<file path="config.mk">
export PLATFORM = sky130hd
export DESIGN_NAME = ectr_unit
export DESIGN_NICKNAME = d
export VERILOG_FILES = /design/src/rtl/ectr_pkg.sv /design/src/rtl/ectr_ctrl.sv /design/src/rtl/ectr_datapath.sv /design/src/rtl/ectr_unit.sv
export SDC_FILE = /design/constraint.sdc
export NUM_CORES = 1
export LEC_CHECK = 0
export ABC_CLOCK_PERIOD_IN_PS = 6200
export BUFFER_PORTS_ARGS = -buffer_cell sky130_fd_sc_hd__buf_2
export CORE_MARGIN = 2
export CORE_UTILIZATION = 61
export DETAILED_ROUTE_END_ITERATION = 8
export PLACE_DENSITY_LB_ADDON = 0.12
export SYNTH_ARGS = -nofsm -noshare
export SYNTH_HDL_FRONTEND = slang
export SYNTH_SLANG_ARGS = --single-unit
</file>
<file path="constraint.sdc">
create_clock -name clk -period 6.2 [get_ports clk]
set_clock_uncertainty 0.2 [all_clocks]
set_input_delay 0.62 -clock clk [delete_from_list [all_inputs] [get_ports clk]]
set_output_delay 0.62 -clock clk [all_outputs]
set_load 0.02 [all_outputs]
</file>
<file path="src/rtl/ectr_pkg.sv">
package ectr_pkg;
  localparam int NCH        = 3;
  localparam int SEL_W      = 6;
  localparam int EVT_W      = 16;
  localparam int DATA_W     = 32;
  localparam int ADDR_W     = 2;
  localparam int CNT0_W     = 12;
  localparam int CNTN_W     = 10;
  localparam int SEL_STRIDE = 8;
  localparam int EVT_IDX_W  = $clog2(EVT_W);
  localparam int OVF_IDX_W  = $clog2(NCH);

  localparam logic [ADDR_W-1:0] ADDR_THR  = 2'd0;
  localparam logic [ADDR_W-1:0] ADDR_SEL  = 2'd1;
  localparam logic [ADDR_W-1:0] ADDR_STAT = 2'd2;
  localparam logic [ADDR_W-1:0] ADDR_EN   = 2'd3;

  localparam logic [SEL_W-1:0] CODE_FIRST    = 6'h2C;
  localparam logic [SEL_W-1:0] CODE_RSV      = 6'h39;
  localparam logic [SEL_W-1:0] CODE_OVF_FIRST = CODE_FIRST + SEL_W'(EVT_W);
  localparam logic [SEL_W-1:0] CODE_OVF_LAST  = CODE_OVF_FIRST + SEL_W'(NCH - 1);
  localparam logic [SEL_W-1:0] CODE_CASC     = 6'h3F;

  typedef struct packed {
    logic [NCH-1:0] clr;
  } ctlStrobe_t;

  function automatic int cntWidth(input int ch);
    return (ch == 0) ? CNT0_W : CNTN_W;
  endfunction

  function automatic int fieldLo(input int ch);
    int lo;
    lo = 0;
    for (int k = 0; k < ch; k++) lo += cntWidth(k);
    return lo;
  endfunction

  function automatic logic pickEvent(input logic [SEL_W-1:0] code,
                                     input logic [EVT_W-1:0] ext,
                                     input logic [NCH-1:0]   ovf,
                                     input logic             casc);
    logic hit;
    logic [SEL_W-1:0] off;
    hit = 1'b0;
    if (code >= CODE_FIRST && code < CODE_OVF_FIRST) begin
      off = code - CODE_FIRST;
      if (code != CODE_RSV) hit = ext[off[EVT_IDX_W-1:0]];
    end else if (code >= CODE_OVF_FIRST && code <= CODE_OVF_LAST) begin
      off = code - CODE_OVF_FIRST;
      hit = ovf[off[OVF_IDX_W-1:0]];
    end else if (code == CODE_CASC) begin
      hit = casc;
    end
    return hit;
  endfunction
endpackage

</file>
<file path="src/rtl/ectr_ctrl.sv">
module ectr_ctrl
  import ectr_pkg::*;
(
  input  logic                          clk,
  input  logic                          rstN,
  input  logic                          wrEn,
  input  logic [ADDR_W-1:0]             wrAddr,
  input  logic [DATA_W-1:0]             wrData,
  input  logic [ADDR_W-1:0]             rdAddr,
  input  logic [NCH-1:0]                ovfIn,
  output logic [DATA_W-1:0]             rdData,
  output logic                          irq,
  output ctlStrobe_t                    strb,
  output logic [DATA_W-1:0]             thrReg,
  output logic [NCH-1:0][SEL_W-1:0]     selReg
);
  logic [DATA_W-1:0]         thrQ;
  logic [NCH-1:0][SEL_W-1:0] selQ;
  logic [NCH-1:0]            statQ;
  logic [NCH-1:0]            enQ;
  logic [NCH-1:0]            w1c;
  logic                      cfgWrite;

  assign cfgWrite = wrEn && (wrAddr == ADDR_THR || wrAddr == ADDR_SEL);
  assign strb.clr = {NCH{cfgWrite}};
  assign w1c      = (wrEn && wrAddr == ADDR_STAT) ? wrData[NCH-1:0] : '0;

  always_ff @(posedge clk or negedge rstN) begin
    if (!rstN) begin
      thrQ  <= '0;
      selQ  <= '0;
      enQ   <= '0;
      statQ <= '0;
    end else begin
      statQ <= (statQ & ~w1c) | ovfIn;
      if (wrEn) begin
        case (wrAddr)
          ADDR_THR: thrQ <= wrData;
          ADDR_SEL:
            for (int i = 0; i < NCH; i++) selQ[i] <= wrData[i*SEL_STRIDE +: SEL_W];
          ADDR_EN:  enQ <= wrData[NCH-1:0];
          default: ;
        endcase
      end
    end
  end

  always_comb begin
    rdData = '0;
    case (rdAddr)
      ADDR_THR: rdData = thrQ;
      ADDR_SEL:
        for (int i = 0; i < NCH; i++) rdData[i*SEL_STRIDE +: SEL_W] = selQ[i];
      ADDR_STAT: rdData[NCH-1:0] = statQ;
      default:   rdData[NCH-1:0] = enQ;
    endcase
  end

  assign irq    = |(statQ & enQ);
  assign thrReg = thrQ;
  assign selReg = selQ;

  for (genvar g = 0; g < NCH; g++) begin : gStatChk
    assert_status_set_R5: assert property (@(posedge clk) disable iff (!rstN)
      ovfIn[g] |=> statQ[g])
      else $error("status bit %0d missed an overflow", g);
    assert_status_sticky_R5: assert property (@(posedge clk) disable iff (!rstN)
      (statQ[g] && !w1c[g]) |=> statQ[g])
      else $error("status bit %0d dropped without clear", g);
  end
endmodule

</file>
<file path="src/rtl/ectr_datapath.sv">
module ectr_datapath
  import ectr_pkg::*;
(
  input  logic                      clk,
  input  logic                      rstN,
  input  ctlStrobe_t                strb,
  input  logic [DATA_W-1:0]         thrReg,
  input  logic [NCH-1:0][SEL_W-1:0] selReg,
  input  logic [EVT_W-1:0]          evtIn,
  input  logic                      cascadeIn,
  output logic [NCH-1:0]            ovfQ
);
  for (genvar g = 0; g < NCH; g++) begin : gChan
    localparam int W  = cntWidth(g);
    localparam int LO = fieldLo(g);

    logic [W-1:0] cnt;
    logic [W-1:0] limit;
    logic         evt;
    logic         ovfBit;

    assign limit = thrReg[LO +: W];
    assign evt   = pickEvent(selReg[g], evtIn, ovfQ, cascadeIn);

    always_ff @(posedge clk or negedge rstN) begin
      if (!rstN) begin
        cnt    <= '0;
        ovfBit <= 1'b0;
      end else if (strb.clr[g]) begin
        cnt    <= '0;
        ovfBit <= 1'b0;
      end else if (evt) begin
        if (cnt == limit) begin
          cnt    <= '0;
          ovfBit <= 1'b1;
        end else begin
          cnt    <= cnt + 1'b1;
          ovfBit <= 1'b0;
        end
      end else begin
        ovfBit <= 1'b0;
      end
    end

    assign ovfQ[g] = ovfBit;

    assert_cnt_bound_R4: assert property (@(posedge clk) disable iff (!rstN)
      cnt <= limit)
      else $error("channel %0d count above limit", g);
    assert_wrap_zero_R4: assert property (@(posedge clk) disable iff (!rstN)
      ovfBit |-> cnt == '0)
      else $error("channel %0d pulsed without wrapping", g);
    assert_clear_R7: assert property (@(posedge clk) disable iff (!rstN)
      strb.clr[g] |=> (cnt == '0 && !ovfBit))
      else $error("channel %0d not cleared by config write", g);
  end
endmodule

</file>
<file path="src/rtl/ectr_unit.sv">
module ectr_unit
  import ectr_pkg::*;
(
  input  logic        clk,
  input  logic        rstN,
  input  logic        wrEn,
  input  logic [1:0]  wrAddr,
  input  logic [31:0] wrData,
  input  logic [1:0]  rdAddr,
  output logic [31:0] rdData,
  input  logic [15:0] evtIn,
  input  logic        cascadeIn,
  output logic [2:0]  ovfOut,
  output logic        irq
);
  ctlStrobe_t                strb;
  logic [DATA_W-1:0]         thrReg;
  logic [NCH-1:0][SEL_W-1:0] selReg;
  logic [NCH-1:0]            ovf;

  ectr_ctrl ctrl_i (
    .clk(clk), .rstN(rstN), .wrEn(wrEn), .wrAddr(wrAddr), .wrData(wrData),
    .rdAddr(rdAddr), .ovfIn(ovf), .rdData(rdData), .irq(irq),
    .strb(strb), .thrReg(thrReg), .selReg(selReg)
  );

  ectr_datapath dp_i (
    .clk(clk), .rstN(rstN), .strb(strb), .thrReg(thrReg), .selReg(selReg),
    .evtIn(evtIn), .cascadeIn(cascadeIn), .ovfQ(ovf)
  );

  assign ovfOut = ovf;
endmodule

</file>
==> reports/metrics.yaml, run 1 <==
gp_congestion: 0.8454
ys_warn_count: 0
final.period_utilization_pct: 46.36
synth-seq-cells: 91
clk_latency_ns: 0.36
io_pins: 92
period_minus_slack_ns: 2.874
io_buffers: 91
netlist_area_um2: 5500
worstPathArrival_ns: 2.05
syn_inst: 526
synthToLayoutAreaGrowth_pct: 12.83
synth_top_area_share_pct: 41.40
antenna_cells: 0
layout_common_cells: "dfrtp_1 (91), buf_2 (90), mux2_2 (61), nor2_1 (39), xnor2_1 (31)"
cp_cell_sequence: "buf_2 > nor2_1 > and2_1 > buf_2"
initial_core_util_pct: 63.07
overflow: 0
busiest_layer: "met2"
syn_area_per_cell_um2: 10.46
startpoint_type: "primary input"
synth-edff-count: 0
antenna_found_initial: 0
final_common_cell: "dfrtp_1"
drive_gt1_share_pct: 30.83
clk_pin_slew_ns: 0.10
crit_fanout: 19
p_per_area_nw_per_um2: 276.3
slowest_stage: "nor2_1"
hold_class: "primary input to register"
end_kind: "primary output"
cp.required_ns: 5.38
tightest_slew_ns: 1.146
vdd_drop_max_uv: 130.6
clock-sinks: 91
place_hpwl_um: 9534
die_w_um: 98.96
holdWs_ns: 0.2867
power.share.clock_pct: 24.7
grt_util_met1_pct: 37.57
status: "finished clean"
yosysTopAreaCell: "dfrtp_1"
ctsResizeCount: 0
setup_ws_ns: 3.326
fp.dieH_um: 98.96
wirelength_um: 13170
synth.area.top_cells: "dfrtp_1 (41%), mux2_2 (12%), xnor2_1 (4.9%), mux2i_1 (4.2%), mux4_2 (3.3%)"
seqPwrFrac_pct: 47.1
grt_pass1_wl_um: 21400
use_met2_pct: 44.85
cts_max_level: 3
grt.total_usage_pct: 27.49
ys_async_sr_fraction_pct: 100.0
drc: 0
drt_iter0_drc: 245
fin_setup_tns_ns: 0
ys.flop_type: "dfrtp_1"
postRouteAntennaNets: 0
rsz0062_at_grt: "false"
slew_headroom_pct: 22.90
fmax_mhz: 347.9
first_pass_iters: 5
combPwrFrac_pct: 28.2
synth_cell_type_count: 46
p_leak_nw: 2.752
synth.yosys.seq_area_share_pct: 41.40
finish.net_count: 673
finalHoldViolations: 0
path_class: "primary input to primary output"
die_area_um2: 9792
max-cap-violations: 0
grt_pass1_vias: 4247
coreArea_um2: 8721
crit_family: "simple AND/OR/NAND/NOR gates"
num_rows: 34
clockRootBuffer: "clkbuf_8"
wire_per_inst_um: 18.26
vias: 4442
intPower_mw: 1.124
syn-num-nets: 591
use_met3_pct: 4.043
cts_setup_buffers: 0
place_ws_ns: 3.325
cts_tree: "yes"
cpPeakStageDelay_ns: 0.73
grt_max_degree: 74
switching_share_pct: 34.44
worst-path-buf-inv: 2
clock_path_buffers: 2
setup_violations: 0
finalMaxSlewViolations: 0
cts_buffers: 9
via_per_inst: 6.161
p_switching_mw: 0.5905
crit_top_cell: "buf_2"
[layout make-up]
cell class,count,area (um^2)
inverters,18,67.56
fillers,671,2515
clock inverters,6,70.07
well taps,108,135.1
multi-input cells,390,3008
clock buffers,10,137.6
repair buffers,98,510.5
flip-flops and latches,91,2277
[kinds of logic (layout without fill, tap and decap cells)]
group | count (synthesis) | in the layout | synth area share (%)
AOI/OAI and AO/OA | 83 | 83 | 10.46
xor gates and xnor gates | 37 | 37 | 5.892
adders and majority gates | 9 | 9 | 2.047
buffers and inverters | 45 | 132 | 3.958
DFF | 91 | 91 | 41.40
muxes | 92 | 92 | 19.95
and+or+nand+nor | 169 | 169 | 16.29
[flip-flops by register name (all words and copies together), names as in the netlist]
signal,flops
dp_i.gChan.cnt,32
ctrl_i.selReg,18
dp_i.gChan.ovfBit,3
ctrl_i.enQ,3
ctrl_i.statQ,3
ctrl_i.thrReg,32
[layer usage]
metal / share of wire (%) / routed length (um)
met1: 44 / 5818
met2: 48 / 6338
met3: 5.4 / 709
met4: 2.3 / 301
met5: 0 / 0
[power groups by stage]
stage | Combinational [mW] | Clock, mW | Sequential [mW]
2_1_floorplan | 0.398 | 0 | 0.765
3_3_place_gp | 0.462 | 0 | 0.812
3_5_place_dp | 0.479 | 0 | 0.819
4_1_cts | 0.483 | 0.431 | 0.807
5_1_grt | 0.527 | 0.456 | 0.823
6_report | 0.484 | 0.423 | 0.807
[path summary, 6_finish.rpt]
| path | start | endpoint | slack [ns] | depth (start not counted) |
|---|---|---|---|---|
| max | rdAddr[0] | rdData[24] | 3.33 | 4 |
| min | wrData[7] | ctrl_i.thrReg[7]$_DFFE_PN0P_ | 0.29 | 2 |
| max reg2reg | ctrl_i.selReg[8]$_DFFE_PN0P_ | dp_i.gChan[1].cnt[8]$_DFFE_PN0P_ | 3.33 | 8 |
| min reg2reg | ctrl_i.statQ[1]$_DFF_PN0_ | ctrl_i.statQ[1]$_DFF_PN0_ | 0.32 | 1 |
| max in group asynchronous | rstN | ctrl_i.selReg[8]$_DFFE_PN0P_ | 4.15 | 3 |
| min in group asynchronous | rstN | ctrl_i.selReg[13]$_DFFE_PN0P_ | 0.47 | 2 |
[stage by stage]
| stage | power, mW | utilization (%) | instance area, um^2 | cells |
|---|---|---|---|---|
| 4_1_cts | 1.721 | 71.10 | 6201 | 720 |
| 5_1_grt | 1.807 | 71.16 | 6206 | 721 |
| 2_1_floorplan | 1.163 | - | 5500 | 526 |
| 6_report | 1.715 | 71.16 | 6206 | 721 |
| 3_5_place_dp | 1.298 | 68.61 | 5983 | 703 |
| 3_3_place_gp | 1.275 | 68.61 | 5983 | 703 |
[timing repair]
action,4_1_cts,5_1_grt
hold buffers,1,0
setup endpoints to repair,0,0
endpoints found under the hold margin,18,0
[synth_stat cells (2+ instances only)]
master,count
a211oi_1,4
a21o_1,3
a21oi_1,16
a22o_1,6
a22oi_1,8
a31oi_4,2
a41oi_1,2
and2_1,15
and3_1,8
and4b_1,2
buf_2,3
buf_4,6
buf_6,3
clkbuf_1,14
dfrtp_1,91
ha_1,9
inv_1,18
mux2_2,61
mux2i_1,23
mux4_2,8
nand2_1,27
nand2b_1,7
nand3_1,23
nand4_1,16
nor2_1,40
nor2b_1,7
nor3_1,9
nor4_1,2
o21a_1,2
o21ai_0,18
o22ai_1,15
o22ai_2,2
or4_1,3
or4b_1,6
xnor2_1,31
xor2_1,6
No activity file was read; power rests on OpenSTA's default activity.
==> inputs of run 2 (changes only) <==
Settings changed: ABC_CLOCK_PERIOD_IN_PS 6200 to 2300, CORE_UTILIZATION 61 to 52.
Clock period 6.2 ns to 2.3 ns, I/O delays scaled along.
==> run 2 against run 1 <==
Net effect:
- power increased to 3.0 times the previous value
- register-to-register slack worse by 3.3 ns
- core utilization is 2.2 points lower
- largest cell class unchanged
==> reports/metrics.yaml, run 2 (synthesis results as in run 1) <==
p_leak_nw: 3.114
wirelength_um: 14580
antenna_cells: 0
synthToLayoutAreaGrowth_pct: 28.84
cts_tree: "yes"
period_minus_slack_ns: 2.298
clock-sinks: 91
drive_gt1_share_pct: 37.17
r2r_start: "ctrl_i.selReg[8]$_DFFE_PN0P_"
final.period_utilization_pct: 99.93
rsz0062_at_grt: "true"
die_area_um2: 11420
fmax_mhz: 435.1
tightest_slew_ns: 0.9989
combPwrFrac_pct: 33.8
startpoint_type: "register"
crit_fanout: 5
p_per_area_nw_per_um2: 726.1
wire_per_inst_um: 17.73
clock_path_buffers: 2
drt_iter0_drc: 268
coreArea_um2: 10280
intPower_mw: 3.404
min_to: "ctrl_i.statQ[0]$_DFF_PN0_"
cts_buffers: 9
clockRootBuffer: "clkbuf_8"
reg2reg_depth: 10
antenna_found_initial: 0
grt_max_degree: 71
utilization_pct: 68.96
overflow: 0
num_rows: 37
fp.dieH_um: 106.8
clk_latency_ns: 0.37
dp.cells: 760
grt_pass1_wl_um: 23140
grt_pass1_vias: 4737
vdd_drop_max_uv: 356.3
worst_r2r_endpoint: "dp_i.gChan[1].cnt[2]$_DFFE_PN0P_"
stdcell_count: 822
slew_headroom_pct: 33.16
hold_class: "primary input to register"
drc: 0
initial_core_util_pct: 53.52
place_hpwl_um: 10060
vias: 4695
finalMaxSlewViolations: 0
status: "finished clean"
die_w_um: 106.8
fin_setup_tns_ns: 0
min-delay-start: "wrAddr[0]"
power.share.clock_pct: 24.5
setup_violations: 0
p_switching_mw: 1.742
clk_pin_slew_ns: 0.10
reg2reg_setup_slack_ns: 0.002
via_per_inst: 5.712
seqPwrFrac_pct: 41.7
hold_depth: 4
dpl_cell_area_um2: 6274
end_kind: "register"
design_area_um2: 7087
postRouteAntennaNets: 0
fillers: 818
cp.required_ns: 2.40
path_class: "register to register"
worstPathArrival_ns: 2.40
io_buffers: 91
max-cap-violations: 0
cts_max_level: 3
holdWs_ns: 0.06620
first_pass_iters: 4
finish.net_count: 746
switching_share_pct: 33.86
grt.total_usage_pct: 25.67
finalHoldViolations: 0
io_pins: 92
layout_common_cells: "buf_2 (90), dfrtp_1 (85), mux2_2 (60), nor2_1 (39), buf_4 (39)"
gp_congestion: 0.9057
final_common_cell: "buf_2"
run 2: worst max-delay path by stage:
stage	startpoint	to	slack, ns	cells after the start
2_1_floorplan	ctrl_i.selReg[8]$_DFFE_PN0P_	dp_i.gChan[1].cnt[2]$_DFFE_PN0P_	0.007	9
3_3_place_gp	ctrl_i.selReg[8]$_DFFE_PN0P_	dp_i.gChan[1].cnt[8]$_DFFE_PN0P_	-0.12	8
3_5_place_dp	ctrl_i.selReg[8]$_DFFE_PN0P_	dp_i.gChan[1].cnt[8]$_DFFE_PN0P_	-0.16	8
4_1_cts	ctrl_i.selReg[13]$_DFFE_PN0P_	dp_i.gChan[2].cnt[2]$_DFFE_PN0P_	0.0003	7
5_1_grt	ctrl_i.selReg[8]$_DFFE_PN0P_	dp_i.gChan[1].cnt[3]$_DFFE_PN0P_	-0.08	8
6_report	ctrl_i.selReg[8]$_DFFE_PN0P_	dp_i.gChan[1].cnt[2]$_DFFE_PN0P_	0.002	10
run 2: cell type report:
cell class | instances | area [um^2] | area share [%]
tap | 136 | 170.2 | 2.401
clock buffer | 9 | 123.9 | 1.748
multi-input combinational | 392 | 3156 | 44.53
sequential | 91 | 2285 | 32.24
timing repair buffer | 169 | 1179 | 16.63
inverter | 18 | 67.56 | 0.9534
clock inverter | 7 | 106.4 | 1.501
run 2: repair_timing:
item	in CTS	in global routing
buffers inserted	7	4
pin swaps	10	11
endpoints found under the setup margin	23	24
gates resized for setup	9	24
hold buffers	33	0
cloned	1	1
endpoints found under the hold margin	147	0
run 2: through the flow:
step / power, mW / setup slack (ns)
2_1_floorplan: 3.146 / 0.007150
3_3_place_gp: 3.605 / -0.1168
3_5_place_dp: 3.647 / -0.1575
4_1_cts: 5.050 / 0.0002511
5_1_grt: 5.430 / -0.07667
6_report: 5.146 / 0.001683
run 2: metal layers:
layer  share of wire, %  global-route usage, %
met5                  0                      0
met4                2.5                  10.76
met3                4.0                  3.222
met2                 50                  43.27
met1                 44                  33.52
run 2: critical path, stage by stage, from the launching register on:
cell,delay [ns]
dfrtp_2,0.43
inv_2,0.06
ha_4,0.28
mux4_2,0.29
o22ai_2,0.16
o22ai_2,0.12
buf_4,0.16
a31oi_4,0.19
buf_6,0.13
o21ai_1,0.06
a21oi_1,0.14
run 2: power groups by stage:
stage | clock network, mW | registers [mW] | logic, mW
2_1_floorplan | 0 | 2.06 | 1.08
3_3_place_gp | 0 | 2.16 | 1.45
3_5_place_dp | 0 | 2.17 | 1.48
4_1_cts | 1.29 | 2.14 | 1.62
5_1_grt | 1.35 | 2.18 | 1.89
6_report | 1.26 | 2.15 | 1.74
==> inputs of run 3 (changes only) <==
==> constraint.sdc (replaced) <==
create_clock -name clk -period 2.3 [get_ports clk]
set_clock_uncertainty 0.2 [all_clocks]
set_input_delay 0.46 -clock clk [delete_from_list [all_inputs] [get_ports clk]]
set_output_delay 0.46 -clock clk [all_outputs]
set_load 0.02 [all_outputs]
==> run 3 against run 2 <==
Net effect:
- the flow now finishes with violations (setup timing)
- fmax is 2.9% lower
- hold slack improved by 0.045 ns
- sequential cell count unchanged
- sequential share of layout area up 1.0 points
- core utilization decreased by 2.2 points
- first-iteration DRC count shrank 0.37%
- worst setup slack got worse by 0.068 ns
- clock power shrank 15%
- combinational power is essentially flat
- count of clock-buffer cells in the layout increased by 3
- final area fell by 3.2%
- critical path type unchanged
- largest power group unchanged
==> reports/metrics.yaml, run 3 (synthesis results as in run 1) <==
status: "complete, but fails checks"
violations: "setup timing"
die_area_um2: 11420
clk_latency_ns: 0.38
overflow: 0
finalHoldViolations: 0
utilization_pct: 66.72
final_common_cell: "buf_2"
holdWs_ns: 0.1115
wirelength_um: 14590
worstPathArrival_ns: 2.46
antenna_cells: 0
grt.total_usage_pct: 26.63
finalMaxSlewViolations: 0
gp_congestion: 0.9051
grt_pass1_vias: 4645
initial_core_util_pct: 53.52
synthToLayoutAreaGrowth_pct: 24.66
p_leak_nw: 3.040
num_rows: 37
io_buffers: 91
setup_violations: 9
cts_buffers: 9
vias: 4686
setup_ws_ns: -0.06680
vdd_drop_max_uv: 482.8
wire_per_inst_um: 18.24
path_class: "register to register"
design_area_um2: 6857
clock-sinks: 91
first_pass_iters: 5
postRouteAntennaNets: 0
rsz0062_at_grt: "true"
drc: 0
slew_headroom_pct: 51.25
stdcell_count: 800
end_kind: "register"
layout_common_cells: "buf_2 (90), dfrtp_1 (88), mux2_2 (61), buf_4 (46), nor2_1 (38)"
crit_fanout: 6
dp.cells: 775
hold_class: "primary input to register"
final.period_utilization_pct: 102.9
antenna_found_initial: 0
period_minus_slack_ns: 2.367
total_power_mw: 4.934
coreArea_um2: 10280
p_per_area_nw_per_um2: 719.5
via_per_inst: 5.858
grt_max_degree: 37
cts_max_level: 3
die_w_um: 106.8
startpoint_type: "register"
dpl_cell_area_um2: 6424
drt_iter0_drc: 267
clk_pin_slew_ns: 0.09
io_pins: 92
clockRootBuffer: "clkbuf_8"
cp.required_ns: 2.39
fp.dieH_um: 106.8
drive_gt1_share_pct: 40.66
max-cap-violations: 0
place_hpwl_um: 10630
tightest_slew_ns: 0.7286
grt_pass1_wl_um: 23780
clock_path_buffers: 2
cts_tree: "yes"
finish.net_count: 726
fmax_mhz: 422.5
## run 3: path summary, 6_finish.rpt
| path | startpoint | to | slack (ns) | cells after the start |
|---|---|---|---|---|
| max | ctrl_i.selReg[13]$_DFFE_PN0P_ | dp_i.gChan[2].cnt[4]$_DFFE_PN0P_ | -0.07 | 8 |
| min | wrData[28] | ctrl_i.thrReg[28]$_DFFE_PN0P_ | 0.11 | 2 |
| max reg2reg | ctrl_i.selReg[13]$_DFFE_PN0P_ | dp_i.gChan[2].cnt[4]$_DFFE_PN0P_ | -0.07 | 8 |
| min reg2reg | ctrl_i.statQ[1]$_DFF_PN0_ | ctrl_i.statQ[1]$_DFF_PN0_ | 0.32 | 1 |
| max in group asynchronous | rstN | dp_i.gChan[2].cnt[4]$_DFFE_PN0P_ | 0.89 | 3 |
| min in group asynchronous | rstN | ctrl_i.thrReg[0]$_DFFE_PN0P_ | 0.40 | 2 |
## run 3: what timing repair did
item                       in CTS  in global routing
setup buffers                   7                  2
pin swaps                       9                  9
hold buffers                    1                  0
gates cloned                    1                  0
setup endpoints to repair      37                 29
hold endpoints to repair       32                  0
resized for setup              12                 32
## run 3: stage by stage
step,setup WS [ns],TNS [ns]
after global placement,-0.1051,-0.9281
after CTS,0.001124,0
after global routing,-0.1541,-1.936
after floorplan,0.007150,0
final,-0.06680,-0.2275
after detailed placement,-0.1898,-2.351
## run 3: report_power, final
group	switching, mW	internal (mW)	total, mW	leakage (nW)
clock network	0.553	0.522	1.07	0.0885
registers	0.291	1.83	2.13	1.15
logic	0.810	0.922	1.73	1.80
total	1.65	3.28	4.93	3.04
## run 3: cell type report
type / instances / area [um^2]
Fill cell: 868 / 3421
Multi-Input combinational cell: 390 / 3148
Sequential cell: 91 / 2281
Timing Repair Buffer: 151 / 1007
Tap cell: 136 / 170.2
Clock buffer: 12 / 145.1
Inverter: 18 / 67.56
Clock inverter: 2 / 37.54
## run 3: worst max-delay path: stages (launching register included)
cell     delay (ns)
dfrtp_2        0.45
mux4_2         0.55
o22ai_2        0.19
o22ai_2        0.12
a31oi_4        0.23
buf_6          0.16
buf_6          0.10
a22oi_2        0.06
o22ai_1        0.20
## run 3: routing by layer
layer,GRT usage [%],vias to the layer above,wire length [um]
li1,-,2187,-
met1,34.62,2302,6293
met2,45.18,176,7263
met3,5.228,21,792
met4,7.885,0,243
met5,0,-,0
